## src/rtl/rst_arb_pkg.sv

```systemverilog
package rst_arb_pkg;

   typedef enum logic [2:0] {
      CLS_NONE,
      CLS_WARM,
      CLS_COLD,
      CLS_ME,
      CLS_GLOBAL,
      CLS_OFF
   } cls_e;

   typedef enum logic [1:0] {
      ST_IDLE,
      ST_WARN,
      ST_WAKE,
      ST_OFF
   } st_e;

   localparam logic [2:0] CAUSE_NONE   = 3'd0;
   localparam logic [2:0] CAUSE_WARM   = 3'd1;
   localparam logic [2:0] CAUSE_COLD   = 3'd2;
   localparam logic [2:0] CAUSE_GLOBAL = 3'd3;
   localparam logic [2:0] CAUSE_OFF    = 3'd4;
   localparam logic [2:0] CAUSE_ESC    = 3'd5;

   localparam logic [1:0] SLP_S0 = 2'd0;

endpackage

```

## src/rtl/rst_arb_any.sv

```systemverilog
module rst_arb_any #(
   parameter int W = 2
) (
   input  logic [W-1:0] req_i,
   output logic         any_o
);
   generate
      if (W == 1) begin : g_single
         assign any_o = req_i[0];
      end else begin : g_multi
         assign any_o = |req_i;
      end
   endgenerate
endmodule

```

## src/rtl/rst_arb_prio.sv

```systemverilog
module rst_arb_prio
   import rst_arb_pkg::*;
#(
   parameter bit ME_OVER_COLD = 1'b0
) (
   input  logic off_i,
   input  logic glob_i,
   input  logic cold_i,
   input  logic me_i,
   input  logic warm_i,
   output cls_e win_o
);
   cls_e mid_cls;
   logic mid_any;

   assign mid_any = cold_i | me_i;

   generate
      if (ME_OVER_COLD) begin : g_me_first
         assign mid_cls = me_i ? CLS_ME : CLS_COLD;
      end else begin : g_cold_first
         assign mid_cls = cold_i ? CLS_COLD : CLS_ME;
      end
   endgenerate

   always_comb begin
      if (off_i)        win_o = CLS_OFF;
      else if (glob_i)  win_o = CLS_GLOBAL;
      else if (mid_any) win_o = mid_cls;
      else if (warm_i)  win_o = CLS_WARM;
      else              win_o = CLS_NONE;
   end
endmodule

```

## src/rtl/rst_arb_ack_timer.sv

```systemverilog
module rst_arb_ack_timer #(
   parameter int CNT_W = 8
) (
   input  logic             clk_i,
   input  logic             rst_ni,
   input  logic             start_i,
   input  logic             run_i,
   input  logic [CNT_W-1:0] limit_i,
   output logic             tc_o
);
   localparam logic [CNT_W-1:0] CNT_MAX = '1;

   logic [CNT_W-1:0] cnt_q;

   always_ff @(posedge clk_i or negedge rst_ni) begin
      if (!rst_ni)                         cnt_q <= '0;
      else if (start_i)                    cnt_q <= '0;
      else if (run_i && cnt_q != CNT_MAX)  cnt_q <= cnt_q + 1'b1;
   end

   assign tc_o = ({1'b0, cnt_q} + 1'b1) >= {1'b0, limit_i};
endmodule

```

## src/rtl/rst_arbiter.sv

```systemverilog
module rst_arbiter
   import rst_arb_pkg::*;
#(
   parameter int N_WARM       = 2,
   parameter int N_COLD       = 2,
   parameter int N_GLOB       = 2,
   parameter int N_OFF        = 3,
   parameter int CNT_W        = 8,
   parameter bit ME_OVER_COLD = 1'b0
) (
   input  logic              clk_i,
   input  logic              rst_ni,
   input  logic [N_WARM-1:0] warm_req_i,
   input  logic [N_COLD-1:0] cold_req_i,
   input  logic              me_pd_req_i,
   input  logic [N_GLOB-1:0] glob_req_i,
   input  logic [N_OFF-1:0]  off_req_i,
   input  logic [1:0]        sleep_state_i,
   input  logic              sw_sleep_i,
   input  logic              wake_done_i,
   input  logic              ack_i,
   input  logic [CNT_W-1:0]  ack_limit_i,
   output logic              warn_o,
   output logic              rst_warm_o,
   output logic              rst_cold_o,
   output logic              rst_global_o,
   output logic              pwr_down_o,
   output logic              stay_off_o,
   output logic [2:0]        cause_o
);

   generate
      if (N_WARM < 1 || N_COLD < 1 || N_GLOB < 1 || N_OFF < 1) begin : g_bad_src
         $error("every request group needs at least one source");
      end
      if (CNT_W < 2 || CNT_W > 32) begin : g_bad_cnt
         $error("CNT_W must lie in 2..32");
      end
   endgenerate

   logic any_warm, any_cold, any_glob, any_off;
   cls_e win;

   rst_arb_any #(.W(N_WARM)) u_any_warm (.req_i(warm_req_i), .any_o(any_warm));
   rst_arb_any #(.W(N_COLD)) u_any_cold (.req_i(cold_req_i), .any_o(any_cold));
   rst_arb_any #(.W(N_GLOB)) u_any_glob (.req_i(glob_req_i), .any_o(any_glob));
   rst_arb_any #(.W(N_OFF))  u_any_off  (.req_i(off_req_i),  .any_o(any_off));

   rst_arb_prio #(.ME_OVER_COLD(ME_OVER_COLD)) u_prio (
      .off_i  (any_off),
      .glob_i (any_glob),
      .cold_i (any_cold),
      .me_i   (me_pd_req_i),
      .warm_i (any_warm),
      .win_o  (win)
   );

   st_e        st_q, st_d;
   cls_e       pend_q, pend_d;
   logic [2:0] cause_q, cause_d;
   logic       stay_q, stay_d;
   logic       warm_q, warm_d, cold_q, cold_d, glob_q, glob_d, pd_q, pd_d;
   logic       tmr_start, tmr_tc, sleeping, skip_warn;

   rst_arb_ack_timer #(.CNT_W(CNT_W)) u_timer (
      .clk_i   (clk_i),
      .rst_ni  (rst_ni),
      .start_i (tmr_start),
      .run_i   (st_q == ST_WARN),
      .limit_i (ack_limit_i),
      .tc_o    (tmr_tc)
   );

   assign sleeping  = (sleep_state_i != SLP_S0);
   assign skip_warn = sleeping & sw_sleep_i;

   always_comb begin
      st_d      = st_q;
      pend_d    = pend_q;
      cause_d   = cause_q;
      stay_d    = stay_q;
      warm_d    = 1'b0;
      cold_d    = 1'b0;
      glob_d    = 1'b0;
      pd_d      = 1'b0;
      tmr_start = 1'b0;
      if (st_q != ST_OFF && win == CLS_OFF) begin
         st_d    = ST_OFF;
         stay_d  = 1'b1;
         pd_d    = 1'b1;
         cause_d = CAUSE_OFF;
      end else if (st_q != ST_OFF && win == CLS_GLOBAL) begin
         st_d    = ST_IDLE;
         glob_d  = 1'b1;
         pd_d    = 1'b1;
         cause_d = CAUSE_GLOBAL;
      end else begin
         unique case (st_q)
            ST_IDLE: begin
               unique case (win)
                  CLS_COLD: begin
                     if (skip_warn) begin
                        cold_d  = 1'b1;
                        pd_d    = 1'b1;
                        cause_d = CAUSE_COLD;
                     end else begin
                        st_d      = ST_WARN;
                        pend_d    = CLS_COLD;
                        tmr_start = 1'b1;
                     end
                  end
                  CLS_ME: begin
                     pend_d    = CLS_ME;
                     tmr_start = 1'b1;
                     st_d      = skip_warn ? ST_WAKE : ST_WARN;
                  end
                  CLS_WARM: begin
                     if (!sleeping) begin
                        st_d      = ST_WARN;
                        pend_d    = CLS_WARM;
                        tmr_start = 1'b1;
                     end
                  end
                  default: ;
               endcase
            end
            ST_WARN: begin
               if (ack_i || tmr_tc) begin
                  st_d = ST_IDLE;
                  if (pend_q == CLS_ME) begin
                     if (ack_i) begin
                        st_d = ST_WAKE;
                     end else begin
                        glob_d  = 1'b1;
                        pd_d    = 1'b1;
                        cause_d = CAUSE_ESC;
                     end
                  end else if (pend_q == CLS_WARM) begin
                     warm_d  = 1'b1;
                     cause_d = CAUSE_WARM;
                  end else begin
                     cold_d  = 1'b1;
                     pd_d    = 1'b1;
                     cause_d = CAUSE_COLD;
                  end
               end
            end
            ST_WAKE: begin
               if (wake_done_i) begin
                  st_d    = ST_IDLE;
                  cold_d  = 1'b1;
                  pd_d    = 1'b1;
                  cause_d = CAUSE_COLD;
               end
            end
            default: ;
         endcase
      end
   end

   always_ff @(posedge clk_i or negedge rst_ni) begin
      if (!rst_ni) begin
         st_q    <= ST_IDLE;
         pend_q  <= CLS_NONE;
         cause_q <= CAUSE_NONE;
         stay_q  <= 1'b0;
         warm_q  <= 1'b0;
         cold_q  <= 1'b0;
         glob_q  <= 1'b0;
         pd_q    <= 1'b0;
      end else begin
         st_q    <= st_d;
         pend_q  <= pend_d;
         cause_q <= cause_d;
         stay_q  <= stay_d;
         warm_q  <= warm_d;
         cold_q  <= cold_d;
         glob_q  <= glob_d;
         pd_q    <= pd_d;
      end
   end

   assign warn_o       = (st_q == ST_WARN);
   assign rst_warm_o   = warm_q;
   assign rst_cold_o   = cold_q;
   assign rst_global_o = glob_q;
   assign pwr_down_o   = pd_q;
   assign stay_off_o   = stay_q;
   assign cause_o      = cause_q;

endmodule

```

## config.mk

```make
export PLATFORM = sky130hd
export DESIGN_NAME = rst_arbiter
export DESIGN_NICKNAME = d
export VERILOG_FILES = /design/src/rtl/rst_arb_pkg.sv /design/src/rtl/rst_arb_any.sv /design/src/rtl/rst_arb_prio.sv /design/src/rtl/rst_arb_ack_timer.sv /design/src/rtl/rst_arbiter.sv
export SDC_FILE = /design/constraint.sdc
export NUM_CORES = 1
export LEC_CHECK = 0
export CORE_ASPECT_RATIO = 1.5
export CORE_MARGIN = 2
export CORE_UTILIZATION = 50
export DETAILED_ROUTE_END_ITERATION = 6
export PLACE_DENSITY = 0.8
export SLEW_MARGIN = 40
export SYNTH_ARGS = -nofsm -noshare
export SYNTH_HDL_FRONTEND = slang
export SYNTH_SLANG_ARGS = --single-unit
```

## constraint.sdc

```tcl
create_clock -name clk_i -period 3 [get_ports clk_i]
set_input_delay 0.45 -clock clk_i [delete_from_list [all_inputs] [get_ports clk_i]]
set_output_delay 0.45 -clock clk_i [all_outputs]
set_load 0.02 [all_outputs]
```

==> run_results.csv, run 1 <==
group,metric,value,unit
status,outcome,"complete, no violations",
sta,relSlewSlack,55.9,%
die,chipHeight,70.0,microns
synth,synth.top_cell.area_share,34.4,%
critical_path,worstSetupStartpointType,"flip-flop",
die,ioPinCount,34,
sta,timing.hold.ws,120,ps
clocking,ctsResizeCount,0,
power_and_ir_drop,p_leak,0.826,nW
clocking,cts_tree,"done",
clocking,clock-sinks,20,
synth,ys_warn_count,0,
synth,synthCells,157,
placement,post-dp-hpwl,2.94,mm
finish,mostFrequentLayoutCells,"32 x clkdlybuf4s50_1, 20 x dfrtp_1, 18 x nor2_1",
synth,avgSynthCellArea,9.26,sq um
global_route,gr-usage-all-layers,24.1,%
finish,layout.filler_cells,220,
routing,vias,1337,
die,dieArea,3360,sq um
die,rows,24,
die,initial_core_util,51.0,%
clocking,cts_setup_buffers,0,
routing,drc,0,
sta,fmax,0.356,GHz
placement,port_buffers,33,
clocking,clkTransAtPathRegs,80,ps
hold_path,holdCritPathClass,"input pin to async pin",
sta,setup_viol,0,
synth,yosysUniqueCellTypes,43,
routing,post_drt_via_cell_ratio,5.71,
synth,syn_area,1450,sq um
die,die_w,48.0,microns
global_route,grt_antenna_before_repair,0,
placement,placed_area,1840,sq um
clocking,htreeDepth,1,
critical_path,cp_max_fo,5,
finish,stdcell_count,234,
routing,drt-total-wl,3.49,mm
global_route,overflow,0,
sta,slew_violations,0,
routing,ant_nets,0,
placement,place_congestion,0.804,
global_route,grt_pass1_vias,1388,
sta,skew,8.22,ps
global_route,grt_first_pass_wirelength,5.92,mm
synth,syn_nets,196,
placement,dp.cells,230,
synth,ys_seq_area_share,34.4,%
synth,synth_seq_cells,20,
routing,first_pass_iters,4,
clocking,hold_buffers,0,
power_and_ir_drop,power_density,899,nW/um^2
sta,rsz0062_at_grt,"no",
finish,layout.nets,235,
run,cap_violations,0,
routing,drt_iter0_markers,19,
power_and_ir_drop,irDropWorstVdd,0.592,mV
sta,worst_pin_slew,658,ps
routing,wl_per_cell,14.9,microns
sta,final-hold-violation-count,0,
critical_path,critical_path_class,"flip-flop to flip-flop",
finish,area_growth,31.7,%
sta,min_period,2810,ps
clocking,cts_buffers,3,
finish,n_antenna_cell,0,
synth,yosysTopAreaCell,"dfrtp_1",
critical_path,required,3190,ps
finish,final_common_cell,"clkdlybuf4s50_1",
critical_path,arrival,3000,ps
finish,drive_gt1_share,10.8,%
sta,fin_crit_sh,93.6,%
finish,fin_area,1910,sq um
synth,synth.area.top_cells,"dfrtp_1 34%, ha_1 12%, nor2_1 4.6%",
sta,tns,0,ps
clocking,clk_latency,260,ps
clocking,cts_root_buffer,"clkbuf_8",
die,core,2850,sq um
clocking,cts_buffer_depth,2,
critical_path,critPathCaptureType,"flip-flop",
global_route,grt_max_degree,21,
[where the power goes]
| part | switching, mW | internal, mW |
|---|---|---|
| clock network | 0.0898 | 0.178 |
| logic | 0.501 | 0.462 |
| registers | 0.112 | 0.378 |
[cell usage after synthesis]
master     count
a2111o_1       1
nor4_1         1
nor2_1        18
a2111oi_4      1
a22oi_1        1
xor2_1         4
a31oi_1        2
o21ai_0        7
nor3_4         1
or3_1          3
o31a_1         2
mux2_2         4
nor2b_1        1
nand3b_1       1
o221ai_1       1
nor3_1         5
a221oi_2       1
o21bai_1       1
nand2_1        8
o22a_2         1
inv_1         16
clkbuf_1       2
a21o_1         1
or4b_1         1
o211ai_1       1
or2_2          3
o21ai_1        1
a211oi_2       1
dfrtp_1       20
o22ai_1        2
mux2i_1        3
nand3_1        4
a21oi_1        6
nand4_1        3
nand2b_4       1
o41ai_1        2
a211oi_1       1
o21a_1         1
nor3b_1        1
xnor2_1        7
nand2b_1       1
ha_1          14
and2_0         1
[flip-flops by register name (all words and copies together), names as in the netlist]
| name | flops |
|---|---|
| pend_q | 2 |
| u_timer.cnt_q | 8 |
| stay_off_o | 1 |
| rst_warm_o | 1 |
| rst_cold_o | 1 |
| st_q | 2 |
| rst_global_o | 1 |
| cause_o | 3 |
| pwr_down_o | 1 |
[worst paths after layout]
check | cells after the start | to | slack, ps | start
worst max-delay path | 11 | st_q[0] | 190 | u_timer.cnt_q[0]
worst min-delay path | 1 | u_timer.cnt_q[5] | 120 | rst_ni
worst max register to register | 11 | st_q[0] | 190 | u_timer.cnt_q[0]
worst min register to register | 1 | stay_off_o | 470 | stay_off_o
max in group asynchronous | 1 | u_timer.cnt_q[3] | 2560 | rst_ni
min in group clk_i | 1 | stay_off_o | 470 | stay_off_o
[worst max-delay path, stage by stage, from the launching register on]
cell,delay (ps)
dfrtp_1,410
nand3_1,150
or2_2,370
nor2_1,170
xor2_1,90
ha_1,300
nand4_1,100
a21oi_1,260
a2111oi_4,120
buf_4,170
a221oi_2,360
mux2i_1,230
[logic make-up (layout without fill, tap and decap cells)]
logic type / Yosys count / count (layout) / share of synthesized area [%]
simple gates: 53 / 53 / 19.2
compound gates: 34 / 34 / 17.9
flops: 20 / 20 / 34.4
buf+inv: 18 / 56 / 4.65
fa+ha+maj: 14 / 14 / 12.0
xor+xnor: 11 / 11 / 6.63
mux: 7 / 7 / 5.16
[stage by stage]
step	power [mW]	setup WS, ps	utilization [%]
detailed placement	1.46	193	64.6
global route	1.86	44.6	67.1
CTS	1.73	184	67.1
finish	1.72	192	67.1
global placement	1.41	235	64.8
floorplan	1.15	252	-
[layout make-up]
class,instances,area [sq um],area share [%]
inverters,16,60.1,3.14
clock buffers,3,41.3,2.16
clock inverters,1,30.0,1.57
flip-flops and latches,20,500,26.1
multi-input cells,119,886,46.3
repair buffers,36,348,18.2
well taps,39,48.8,2.55
[routing by layer]
layer	vias up	routed length, microns	part of all wire, %	GRT usage, %
met5	-	0	0	0
met4	0	133	3.8	12.0
met3	13	160	4.6	4.39
met2	51	2000	57	43.3
met1	639	1200	34	24.0
li1	634	-	-	-
Power figures use the tool's default switching activity.
==> inputs of run 2 (changes only) <==
--- a/config.mk
+++ b/config.mk
@@ -6,10 +6,11 @@
 export NUM_CORES = 1
 export LEC_CHECK = 0
 export CORE_ASPECT_RATIO = 1.5
-export CORE_MARGIN = 2
-export CORE_UTILIZATION = 50
+export CORE_MARGIN = 3
+export CORE_UTILIZATION = 55
 export DETAILED_ROUTE_END_ITERATION = 6
-export PLACE_DENSITY = 0.8
+export DONT_BUFFER_PORTS = 1
+export PLACE_DENSITY = 0.7
 export SLEW_MARGIN = 40
 export SYNTH_ARGS = -nofsm -noshare
 export SYNTH_HDL_FRONTEND = slang
==> run_results.csv, run 2 (synthesized netlist as in run 1, its figures left out) <==
group,metric,value,unit
power_and_ir_drop,p_clk_share,14.1,%
die,rows,22,
sta,rsz0062_at_grt,"no",
sta,timing.hold.ws,61.0,ps
routing,drt-total-wl,3.07,mm
finish,layout.filler_cells,237,
critical_path,r2r-start,"u_timer.cnt_q[0]",
routing,drc,0,
critical_path,cp_max_fo,5,
finish,layout.nets,203,
critical_path,r2r_cells,11,
run,cap_violations,0,
die,ioPinCount,34,
finish,multi_input_area,886,sq um
critical_path,arrival,2980,ps
critical_path,crit_chain,"nand3_1 -> or2_2 -> nor2_1 -> xor2_1 -> ha_1 -> o21ai_0 -> o22ai_1 -> a2111oi_4 -> buf_4 -> a221oi_2 -> mux2i_1",
die,initial_core_util,58.7,%
clocking,clk_latency,310,ps
global_route,grt_antenna_before_repair,0,
placement,port_buffers,0,
finish,seqCellArea,500,sq um
clocking,cts_tree,"done",
sta,skew,14.1,ps
clocking,cts_buffers,3,
finish,n_antenna_cell,0,
power_and_ir_drop,irDropWorstVdd,0.595,mV
global_route,grt_max_degree,21,
critical_path,critPathCaptureType,"flip-flop",
clocking,ctsResizeCount,0,
die,chipHeight,69.0,microns
sta,slew_violations,0,
power_and_ir_drop,power_frac_seq,34.7,%
clocking,cts_root_buffer,"clkbuf_4",
finish,drive_gt1_share,12.9,%
critical_path,max_stage_delay,440,ps
routing,drt_iter0_markers,22,
routing,ant_nets,0,
sta,relSlewSlack,55.0,%
clocking,htreeDepth,1,
critical_path,cp.buffers_inverters,1,
placement,place_congestion,0.924,
power_and_ir_drop,switching_share,42.9,%
critical_path,path_delay_family,"compound AO/OA/AOI/OAI gates",
power_and_ir_drop,power_density,992,nW/um^2
clocking,clock-sinks,20,
finish,mostFrequentLayoutCells,"20 x dfrtp_1, 18 x nor2_1, 16 x inv_1",
global_route,grt_pass1_vias,1228,
routing,wl_per_cell,16.4,microns
critical_path,reg2reg_to,"st_q[1]",
placement,dp.cells,182,
clocking,cts_buffer_depth,2,
sta,final-hold-violation-count,0,
die,die_w,48.0,microns
finish,finish.utilization,62.8,%
global_route,overflow,0,
finish,largest_reg_flops,8,
power_and_ir_drop,finalPower,1.54,mW
placement,post-dp-hpwl,2.54,mm
finish,area_growth,7.06,%
hold_path,holdCritPathClass,"input pin to async pin",
sta,fin_crit_sh,91.5,%
global_route,grt_first_pass_wirelength,5.09,mm
power_and_ir_drop,p_sw,0.662,mW
sta,fmax,0.364,GHz
routing,first_pass_iters,4,
finish,stdcell_count,187,
sta,finalWorstSetupSlack,255,ps
critical_path,worstSetupStartpointType,"flip-flop",
sta,tns,0,ps
routing,post_drt_via_cell_ratio,6.33,
critical_path,required,3230,ps
sta,worst_pin_slew,671,ps
finish,final_common_cell,"dfrtp_1",
sta,setup_viol,0,
critical_path,cp_slowest_cell,"dfrtp_1",
placement,placed_area,1500,sq um
power_and_ir_drop,comb_power_share,51.2,%
routing,vias,1184,
power_and_ir_drop,p_int,0.882,mW
global_route,gr-usage-all-layers,21.4,%
clocking,clkTransAtPathRegs,120,ps
critical_path,r2r_slack,260,ps
critical_path,critical_path_class,"flip-flop to flip-flop",
power_and_ir_drop,p_leak,0.693,nW
die,dieArea,3310,sq um
finish,regMostFlops,"u_timer.cnt_q",
die,core,2480,sq um
sta,min_period,2740,ps
placement,pre_cts_slack,269,ps
status,outcome,"complete, no violations",
finish,fin_area,1560,sq um
## run 2: cell count changes in the layout (fill, tap and decap cells not counted)
cell,delta
clkdlybuf4s50_1,-32
clkbuf_8,-3
clkbuf_4,+3
## run 2: worst max path at each step
stage                     start          to  slack (ps)  cells past startpoint
4_1_cts        u_timer.cnt_q[0]     st_q[1]         240                     11
6_report       u_timer.cnt_q[0]     st_q[1]         260                     11
3_5_place_dp   u_timer.cnt_q[0]     st_q[1]         270                     11
3_3_place_gp   u_timer.cnt_q[0]     st_q[1]         330                     11
2_1_floorplan  u_timer.cnt_q[2]  cause_o[0]         250                     10
5_1_grt        u_timer.cnt_q[0]     st_q[1]          10                     11
## run 2: final cells by class
type / instances / share of cell area [%]
Clock buffer: 3 / 1.45
Clock inverter: 1 / 1.93
Inverter: 16 / 3.86
Multi-Input combinational cell: 119 / 56.9
Sequential cell: 20 / 32.2
Tap cell: 24 / 1.93
Timing Repair Buffer: 4 / 1.77
## run 2: power by group through the flow
stage	clock [mW]	sequential, mW	combinational (mW)
final	0.218	0.535	0.791
after global routing	0.233	0.550	0.893
after CTS	0.221	0.535	0.797
after detailed placement	0	0.541	0.785
after global placement	0	0.534	0.755
after floorplan	0	0.509	0.637
## run 2: layer usage
metal / track usage, % / up-vias / part of all wire, %
li1: - / 573 / -
met1: 22.3 / 573 / 37
met2: 39.4 / 34 / 58
met3: 4.16 / 4 / 4.0
met4: 8.75 / 0 / 0.85
met5: 0 / - / 0
## run 2: timing repair
item	in CTS	in global routing
setup buffers	0	0
endpoints found under the hold margin	20	0
hold buffers	1	0
==> inputs of run 3 (changes only) <==
--- a/config.mk
+++ b/config.mk
@@ -6,7 +6,7 @@
 export NUM_CORES = 1
 export LEC_CHECK = 0
 export CORE_ASPECT_RATIO = 1.5
-export CORE_MARGIN = 3
+export CORE_MARGIN = 1.5
 export CORE_UTILIZATION = 55
 export DETAILED_ROUTE_END_ITERATION = 6
 export DONT_BUFFER_PORTS = 1
==> run_results.csv, run 3 (synthesized netlist as in run 1, its figures left out) <==
group,metric,value,unit
global_route,gr-usage-all-layers,22.9,%
sta,relSlewSlack,57.9,%
global_route,grt_antenna_before_repair,0,
sta,min_period,2690,ps
die,core,2480,sq um
routing,drt-total-wl,2.90,mm
placement,place_congestion,0.898,
routing,ant_nets,0,
finish,largest_reg_flops,8,
power_and_ir_drop,p_leak,0.698,nW
sta,worst_pin_slew,627,ps
finish,mostFrequentLayoutCells,"20 x dfrtp_1, 18 x nor2_1, 16 x inv_1",
critical_path,arrival,2920,ps
die,rows,22,
die,die_w,45.0,microns
sta,skew,3.48,ps
critical_path,r2r-start,"u_timer.cnt_q[2]",
global_route,grt_max_degree,21,
finish,layout.nets,204,
critical_path,worstSetupStartpointType,"flip-flop",
critical_path,r2r_slack,310,ps
finish,drive_gt1_share,13.4,%
clocking,clkTransAtPathRegs,110,ps
routing,wl_met3,122,microns
finish,area_growth,7.57,%
finish,layout.filler_cells,214,
clocking,cts_tree,"done",
sta,setup_viol,0,
routing,post_drt_via_cell_ratio,6.28,
routing,routed.top_layer,"met4",
sta,fin_crit_sh,89.7,%
critical_path,critPathCaptureType,"flip-flop",
sta,final-hold-violation-count,0,
finish,regMostFlops,"u_timer.cnt_q",
sta,rsz0062_at_grt,"no",
clocking,cts_buffers,3,
routing,wl_per_cell,15.4,microns
routing,drc,0,
critical_path,required,3230,ps
finish,n_antenna_cell,0,
die,ioPinCount,34,
run,cap_violations,0,
status,outcome,"complete, no violations",
placement,placed_area,1500,sq um
critical_path,critical_path_class,"flip-flop to flip-flop",
placement,post-dp-hpwl,2.43,mm
global_route,grt_pass1_vias,1277,
clocking,clk_latency,300,ps
critical_path,r2r_cells,11,
hold_path,holdCritPathClass,"input pin to async pin",
clocking,cts_buffer_depth,2,
placement,port_buffers,0,
routing,first_pass_iters,4,
sta,slew_violations,0,
die,chipHeight,66.0,microns
global_route,grt_first_pass_wirelength,5.05,mm
power_and_ir_drop,finalPower,1.54,mW
clocking,htreeDepth,1,
routing,drt_iter0_markers,29,
power_and_ir_drop,irDropWorstVdd,0.678,mV
clocking,clock-sinks,20,
routing,wl_met1,1.03,mm
critical_path,cp_max_fo,5,
finish,final_common_cell,"dfrtp_1",
global_route,overflow,0,
clocking,cts_root_buffer,"clkbuf_4",
sta,tns,0,ps
die,initial_core_util,58.7,%
routing,wl_met2,1.69,mm
power_and_ir_drop,power_density,983,nW/um^2
finish,finish.utilization,63.1,%
critical_path,reg2reg_to,"st_q[1]",
die,dieArea,2970,sq um
finish,fin_area,1560,sq um
sta,fmax,0.372,GHz
routing,vias,1180,
[run 3: cell types whose count changed in the layout (fill, tap and decap cells not counted), sizes merged]
cell,before,now
buf,4,5
[run 3: what timing repair did]
item                       in CTS  in global routing
resized for setup               0                  0
setup endpoints to repair       0                  1
hold buffers                    1                  0
hold endpoints to repair       20                  0
buffers inserted                0                  1
[run 3: layout make-up]
type / count / area (sq um) / area share, %
Inverter: 16 / 60.1 / 3.84
Timing Repair Buffer: 5 / 35.0 / 2.24
Tap cell: 24 / 30.0 / 1.92
Sequential cell: 20 / 500 / 32.0
Clock buffer: 3 / 22.5 / 1.44
Clock inverter: 1 / 30.0 / 1.92
Multi-Input combinational cell: 119 / 886 / 56.6
[run 3: worst max path at each step]
| stage | cells after the start | start | to | slack (ps) |
|---|---|---|---|---|
| floorplan | 10 | u_timer.cnt_q[2] | cause_o[0] | 250 |
| global placement | 11 | u_timer.cnt_q[0] | st_q[1] | 320 |
| detailed placement | 9 | u_timer.cnt_q[2] | cause_o[1] | 230 |
| CTS | 10 | u_timer.cnt_q[2] | pwr_down_o | 200 |
| global route | 11 | u_timer.cnt_q[2] | st_q[1] | 30 |
| finish | 11 | u_timer.cnt_q[2] | st_q[1] | 310 |
[run 3: critical path, cell delays in order (launching register included)]
cell	delay, ps
dfrtp_1	440
nand3_1	150
or2_2	370
nor2_1	140
xor2_1	80
ha_1	280
nand4_1	90
a21oi_1	220
a2111oi_4	120
buf_4	170
a221oi_2	320
mux2i_1	240
[run 3: stage by stage]
| step | hold slack [ps] | worst slack (ps) | cells |
|---|---|---|---|
| detailed placement | 155 | 228 | 182 |
| global placement | 155 | 322 | 182 |
| global route | 87.0 | 28.1 | 188 |
| floorplan | 154 | 252 | 157 |
| finish | 67.0 | 310 | 188 |
| CTS | 363 | 201 | 187 |
[run 3: power by group]
part           internal, mW  switching (mW)  leakage, nW
combinational         0.374           0.415        0.430
clock                 0.135          0.0823       0.0279
sequential            0.378           0.153        0.240
total                 0.887           0.651        0.698
[run 3: layer usage]
layer | vias to the layer above | track usage (%)
met3 | 6 | 3.55
met4 | 0 | 11.8
li1 | 570 | -
met1 | 570 | 21.9
met2 | 34 | 43.8
met5 | - | 0
